==> src/rtl/mbox_irq_pkg.sv <==
package mbox_irq_pkg;
  localparam int MBOX_CNT = 32;
  localparam int ID_W     = 8;
  localparam int REG_W    = 32;
  localparam int ID_LSB   = 16;
  localparam int IDX_W    = $clog2(MBOX_CNT);

  // strobes from control to datapath for one cycle
  typedef struct packed {
    logic [MBOX_CNT-1:0] setMask;
    logic [MBOX_CNT-1:0] clrMask;
  } mboxStrobe_t;
endpackage

==> src/rtl/mbox_irq_ctrl.sv <==
module mbox_irq_ctrl
  import mbox_irq_pkg::*;
(
  input  logic                clk,
  input  logic                rstN,
  input  logic [MBOX_CNT-1:0] setVec,
  input  logic                clrEn,
  input  logic [ID_W-1:0]     clrNum,
  input  logic                irqEnable,
  input  logic                idNonZero,
  output mboxStrobe_t         strb,
  output logic                irqLine
);
  logic            clrHit;
  logic [ID_W-1:0] clrNumM1;
  logic [IDX_W-1:0] clrIdx;

  assign clrHit   = clrEn && (clrNum != '0) && (clrNum <= ID_W'(MBOX_CNT));
  assign clrNumM1 = clrNum - ID_W'(1);
  assign clrIdx   = clrNumM1[IDX_W-1:0];

  always_comb begin
    strb.setMask = setVec;
    strb.clrMask = '0;
    if (clrHit) strb.clrMask[clrIdx] = 1'b1;
  end

  assign irqLine = irqEnable && idNonZero;


  clr_onehot_chk: assert property (@(posedge clk) disable iff (!rstN)
    $onehot0(strb.clrMask));


  clr_range_chk: assert property (@(posedge clk) disable iff (!rstN)
    (!clrEn || clrNum == '0 || clrNum > ID_W'(MBOX_CNT)) |-> (strb.clrMask == '0));


  irq_gate_chk: assert property (@(posedge clk) disable iff (!rstN)
    !irqEnable |-> !irqLine);
endmodule

==> src/rtl/mbox_irq_dp.sv <==
module mbox_irq_dp
  import mbox_irq_pkg::*;
(
  input  logic        clk,
  input  logic        rstN,
  input  mboxStrobe_t strb,
  output logic [ID_W-1:0] idVal,
  output logic        idNonZero
);
  logic [MBOX_CNT-1:0] pendReg;
  logic [ID_W-1:0]     idNext;
  logic [ID_W-1:0]     idReg;

  // set wins over clear on the same flag
  always_ff @(posedge clk) begin
    if (!rstN) pendReg <= '0;
    else       pendReg <= (pendReg & ~strb.clrMask) | strb.setMask;
  end

  // lowest-numbered pending mailbox wins
  always_comb begin
    idNext = '0;
    for (int i = MBOX_CNT - 1; i >= 0; i--)
      if (pendReg[i]) idNext = ID_W'(i + 1);
  end

  always_ff @(posedge clk) begin
    if (!rstN) idReg <= '0;
    else       idReg <= idNext;
  end

  assign idVal     = idReg;
  assign idNonZero = (idReg != '0);

  // ---- checking state (not part of the function)
  logic [MBOX_CNT-1:0] pendSeen;
  logic                pastValid;
  logic [ID_W-1:0]     idM1;
  logic [IDX_W-1:0]    idIdx;
  logic [MBOX_CNT-1:0] lowMask;

  always_ff @(posedge clk) begin
    if (!rstN) begin
      pendSeen  <= '0;
      pastValid <= 1'b0;
    end else begin
      pendSeen  <= pendReg;
      pastValid <= 1'b1;
    end
  end

  assign idM1    = idReg - ID_W'(1);
  assign idIdx   = idM1[IDX_W-1:0];
  assign lowMask = (MBOX_CNT'(1) << idIdx) - MBOX_CNT'(1);


  id_range_chk: assert property (@(posedge clk) disable iff (!rstN)
    idReg <= ID_W'(MBOX_CNT));


  id_zero_chk: assert property (@(posedge clk) disable iff (!rstN)
    (idReg == '0) |-> (pendSeen == '0));


  id_prio_chk: assert property (@(posedge clk) disable iff (!rstN)
    (idReg != '0 && idReg <= ID_W'(MBOX_CNT)) |->
      (pendSeen[idIdx] && ((pendSeen & lowMask) == '0)));


  set_wins_chk: assert property (@(posedge clk) disable iff (!rstN)
    pastValid |-> (($past(strb.setMask) & ~pendReg) == '0));
endmodule

==> src/rtl/mbox_irq_id_top.sv <==
module mbox_irq_id_top
  import mbox_irq_pkg::*;
(
  input  logic                clk,
  input  logic                rstN,
  input  logic [MBOX_CNT-1:0] setVec,
  input  logic                clrEn,
  input  logic [ID_W-1:0]     clrNum,
  input  logic                irqEnable,
  output logic [REG_W-1:0]    regRdata,
  output logic                irqLine
);
  mboxStrobe_t     strb;
  logic [ID_W-1:0] idVal;
  logic            idNonZero;

  mbox_irq_ctrl ctrl_i (
    .clk(clk), .rstN(rstN), .setVec(setVec), .clrEn(clrEn), .clrNum(clrNum),
    .irqEnable(irqEnable), .idNonZero(idNonZero), .strb(strb), .irqLine(irqLine)
  );

  mbox_irq_dp dp_i (
    .clk(clk), .rstN(rstN), .strb(strb), .idVal(idVal), .idNonZero(idNonZero)
  );

  assign regRdata = {{(REG_W-ID_LSB-ID_W){1'b0}}, idVal, {ID_LSB{1'b0}}};


  field_zero_chk: assert property (@(posedge clk) disable iff (!rstN)
    (regRdata[REG_W-1:ID_LSB+ID_W] == '0) && (regRdata[ID_LSB-1:0] == '0));


  irq_follow_chk: assert property (@(posedge clk) disable iff (!rstN)
    (irqLine == (irqEnable && regRdata[ID_LSB+ID_W-1:ID_LSB] != '0)));
endmodule

==> config.mk <==
export PLATFORM = sky130hd
export DESIGN_NAME = mbox_irq_id_top
export DESIGN_NICKNAME = d
export VERILOG_FILES = /design/src/rtl/mbox_irq_pkg.sv /design/src/rtl/mbox_irq_ctrl.sv /design/src/rtl/mbox_irq_dp.sv /design/src/rtl/mbox_irq_id_top.sv
export SDC_FILE = /design/constraint.sdc
export NUM_CORES = 1
export LEC_CHECK = 0
export ABC_AREA = 1
export BUFFER_PORTS_ARGS = -buffer_cell sky130_fd_sc_hd__buf_2
export CAP_MARGIN = 20
export CORE_MARGIN = 8
export CORE_UTILIZATION = 44
export CTS_CLUSTER_DIAMETER = 150
export DETAILED_ROUTE_END_ITERATION = 6
export GPL_ROUTABILITY_DRIVEN = 1
export HOLD_SLACK_MARGIN = 0.05
export PLACE_DENSITY = 0.76
export SKIP_LAST_GASP = 1
export SYNTH_ARGS = -nofsm -noshare
export SYNTH_HDL_FRONTEND = slang
export SYNTH_SLANG_ARGS = --single-unit
export TNS_END_PERCENT = 100
==> constraint.sdc <==
create_clock -name clk -period 1.8 [get_ports clk]
set_input_delay 0.09 -clock clk [delete_from_list [all_inputs] [get_ports clk]]
set_output_delay 0.09 -clock clk [all_outputs]
set_load 0.05 [all_outputs]
==> key figures <==
Clock tree
  • H-tree depth: 2
  • Clock Pin Slew Worst Setup and Hold Paths: approximately 0.070 ns
  • Clock sink count: 38
  • CTS tree: yes
  • Post-CTS Repair Setup Buffers: 0
  • Clock buffer depth: 2
  • Worst-Skew Late Latency: a little under 0.3 ns
  • CTS buffer count: 5
  • Clk root buf: clkbuf_8

Timing
  • Final setup fails: 2
  • Max Slew Vio Count: 0
  • Final period utilization: 1.064
  • Final min period: around 1.9 ns
  • Hold Vio Cnt, Final: 0
  • Fmax achieved: about 0.52 GHz
  • RSZ-0062 raised after global routing: yes
  • Setup TNS: -0.1399 ns
  • Setup ws final: -0.1156 ns
  • Clock Skews: between 0.005 and 0.006 ns

Final layout
  • Nets: roughly 440
  • ANT cells: 0
  • Multi-input gate area: 887.1 sq um
  • Most common library cell in the layout ignoring fill and taps: inv_1
  • Highest-count cells in the layout ignoring fill and taps: inv_1, buf_2, nand2_1
  • Layout cells sized above 1: 0.1919
  • Area growth syn-to-layout: 31.39%
  • Fillers: ~450
  • Storage cell area: 762.0 sq um

Detailed routing
  • Initial DRC Count: 107
  • Total Wirelength: 5270 microns
  • Routed len/inst: about 12 microns
  • DRC: 0
  • Pre-antenna DRT Iters: 4
  • Antenna Nets Post-Route: 0
  • Vias: around 2000
  • Vias/cell: 4.531

Synth
  • Seq/Total Area, Yosys: 0.3698
  • Syn avg cell area: 6.744 sq um
  • Synth area leaders: dfxtp_1, inv_1, buf_4
  • Synth area leader: dfxtp_1
  • EDFF count, synth: 0
  • Synth async-reset ratio: 0
  • Flops & latches, synth: 38
  • Ys Warns: 0
  • Synth top area share: 0.3698
  • Yosys cell types: 29
  • Mapped Cells: 305
  • Top FF cell, synth: dfxtp_1
  • Synthesized area: 2057 sq um

Worst setup path
  • Critical Path Fanout Max: 2
  • Critical path arrival: 2.08 ns
  • WS Path Type: flop to flop
  • Critical path required time: between 1.5 and 2 ns
  • Worst Setup End Kind: flop
  • CP bufs+invs: 1
  • Delay of the slowest critical-path stage: about 0.33 ns
  • Critical path's slowest cell: dfxtp_2
  • R2r startpoint: dp_i.pendReg[29]$_SDFF_PN0_
  • Worst setup SP type: flop
  • Most used cell along the critical path: nand2_1
  • Setup crit start: dp_i.pendReg[29]$_SDFF_PN0_
  • Worst path top cell family by delay: simple AND/OR/NAND/NOR gates

Global route
  • GRT overflow: 0
  • Vias in the first global route: roughly 2100
  • First-pass GRT wire length: between 8000 and 9000 microns
  • Antenna violations before repair: 0
  • Total GRT Usage: 0.1530
  • Largest net degree at the start of global routing: 34

Outcome
  • Status: complete, but fails checks
  • Failing checks: negative setup slack

Pwr
  • Maximum VDD drop: approximately 300 uV
  • Pwr Total: just over 0.002 W
  • P per Cell Area: about 750 nW/um^2
  • Leak: around 1.4 nW

Floorplan
  • # IOs: 77
  • Starting Density: 0.4443
  • Die W: about 84 microns
  • Row cnt: 25
  • Area of the core: approximately 4600 sq um
  • Die area: 7119 sq um
  • Die Height: between 80 and 90 microns

Run
  • # Max-Cap Violations: 0

Place
  • GP Congestion: approximately 0.86
  • Hpwl dp: slightly below 4000 microns
  • Number of port buffers: 50

Min path
  • Hold_sp: setVec[5]
  • Min-Delay Path Class: primary input to flop
## timing repair
action,in CTS,in global routing
gates resized for setup,1,0
cloned,0,0
endpoints found under the setup margin,2,2
hold endpoints to repair,28,0
hold buffers,28,0
## kinds of logic (layout without fill, tap and decap cells)
| logic type | count (synthesis) | after routing | share of synthesized area |
|---|---|---|---|
| AO/OA/AOI/OAI | 75 | 75 | 0.1965 |
| other | 1 | 26 | 0.001823 |
| buffers and inverters | 108 | 174 | 0.2445 |
| XOR/XNOR | 1 | 1 | 0.004259 |
| AND/OR/NAND/NOR | 82 | 82 | 0.1831 |
| flip-flops | 38 | 38 | 0.3698 |
## layout make-up
class / instances / share of cell area
multi-input combinational: 184 / 0.3282
sequential: 38 / 0.2819
timing repair buffer: 87 / 0.2213
inverter: 79 / 0.1097
clock buffer: 7 / 0.03194
tap: 54 / 0.02500
clock inverter: 1 / 0.001852
## per-layer routing
metal | part of all wire | routed length (microns) | up-vias | track usage
li1 | - | - | 1085 | -
met3 | 0.061 | 322 | 8 | 0.04293
met2 | 0.49 | 2597 | 61 | 0.2808
met5 | 0 | 0 | - | 0
met4 | 0.019 | 98 | 0 | 0.06634
met1 | 0.43 | 2251 | 885 | 0.1577
## registers in the layout, indices dropped and copies added, names as in the netlist
register / flops
dp_i.idVal: 6
dp_i.pendReg: 32
## synthesized netlist by cell type (2+ instances only)
cell type	count
inv_2	3
a21oi_1	35
dfxtp_1	38
o21ai_0	23
nor3_1	3
nand3_2	2
clkbuf_1	3
nor2_1	11
nand3_1	14
buf_4	26
o21ai_1	10
nor4_1	5
inv_1	76
o31ai_1	2
nand2_1	40
## where the power goes
group	total (W)	internal [W]	switching, W
sequential	0.000939	0.000899	0.0000401
combinational	0.000501	0.000174	0.000327
clock	0.000594	0.000309	0.000285
total	0.00203	0.00138	0.000652
## path summary, 6_finish.rpt
| kind | endpoint | slack, ns | depth (start not counted) |
|---|---|---|---|
| setup / recovery | dp_i.idVal[0]$_SDFF_PN0_ | -0.12 | 31 |
| hold / removal | dp_i.pendReg[5]$_SDFF_PN0_ | 0.05 | 3 |
| setup reg to reg | dp_i.idVal[0]$_SDFF_PN0_ | -0.12 | 31 |
| hold reg to reg | dp_i.idVal[0]$_SDFF_PN0_ | 0.48 | 2 |
## tightest hold or removal path, delay by kind of cell
| family | cells | cell delay [ns] |
|---|---|---|
| buffers and inverters | 2 | 0.14 |
| AO/OA/AOI/OAI | 1 | 0.06 |
## metrics by stage
stage | setup WS, ns | instances | instance area [sq um] | util | hold slack (ns)
finish | -0.1156 | 450 | 2703 | 0.5838 | 0.05093
global route | -0.4728 | 450 | 2703 | 0.5838 | 0.05105
CTS | -0.1120 | 450 | 2703 | 0.5838 | 0.05060
detailed placement | -0.09910 | 414 | 2330 | 0.5032 | 0.3307
global placement | -0.03488 | 414 | 2330 | 0.5032 | 0.3312
floorplan | 0.05256 | 330 | 2151 | - | 0.2240
No activity file was read; power rests on OpenSTA's default activity.
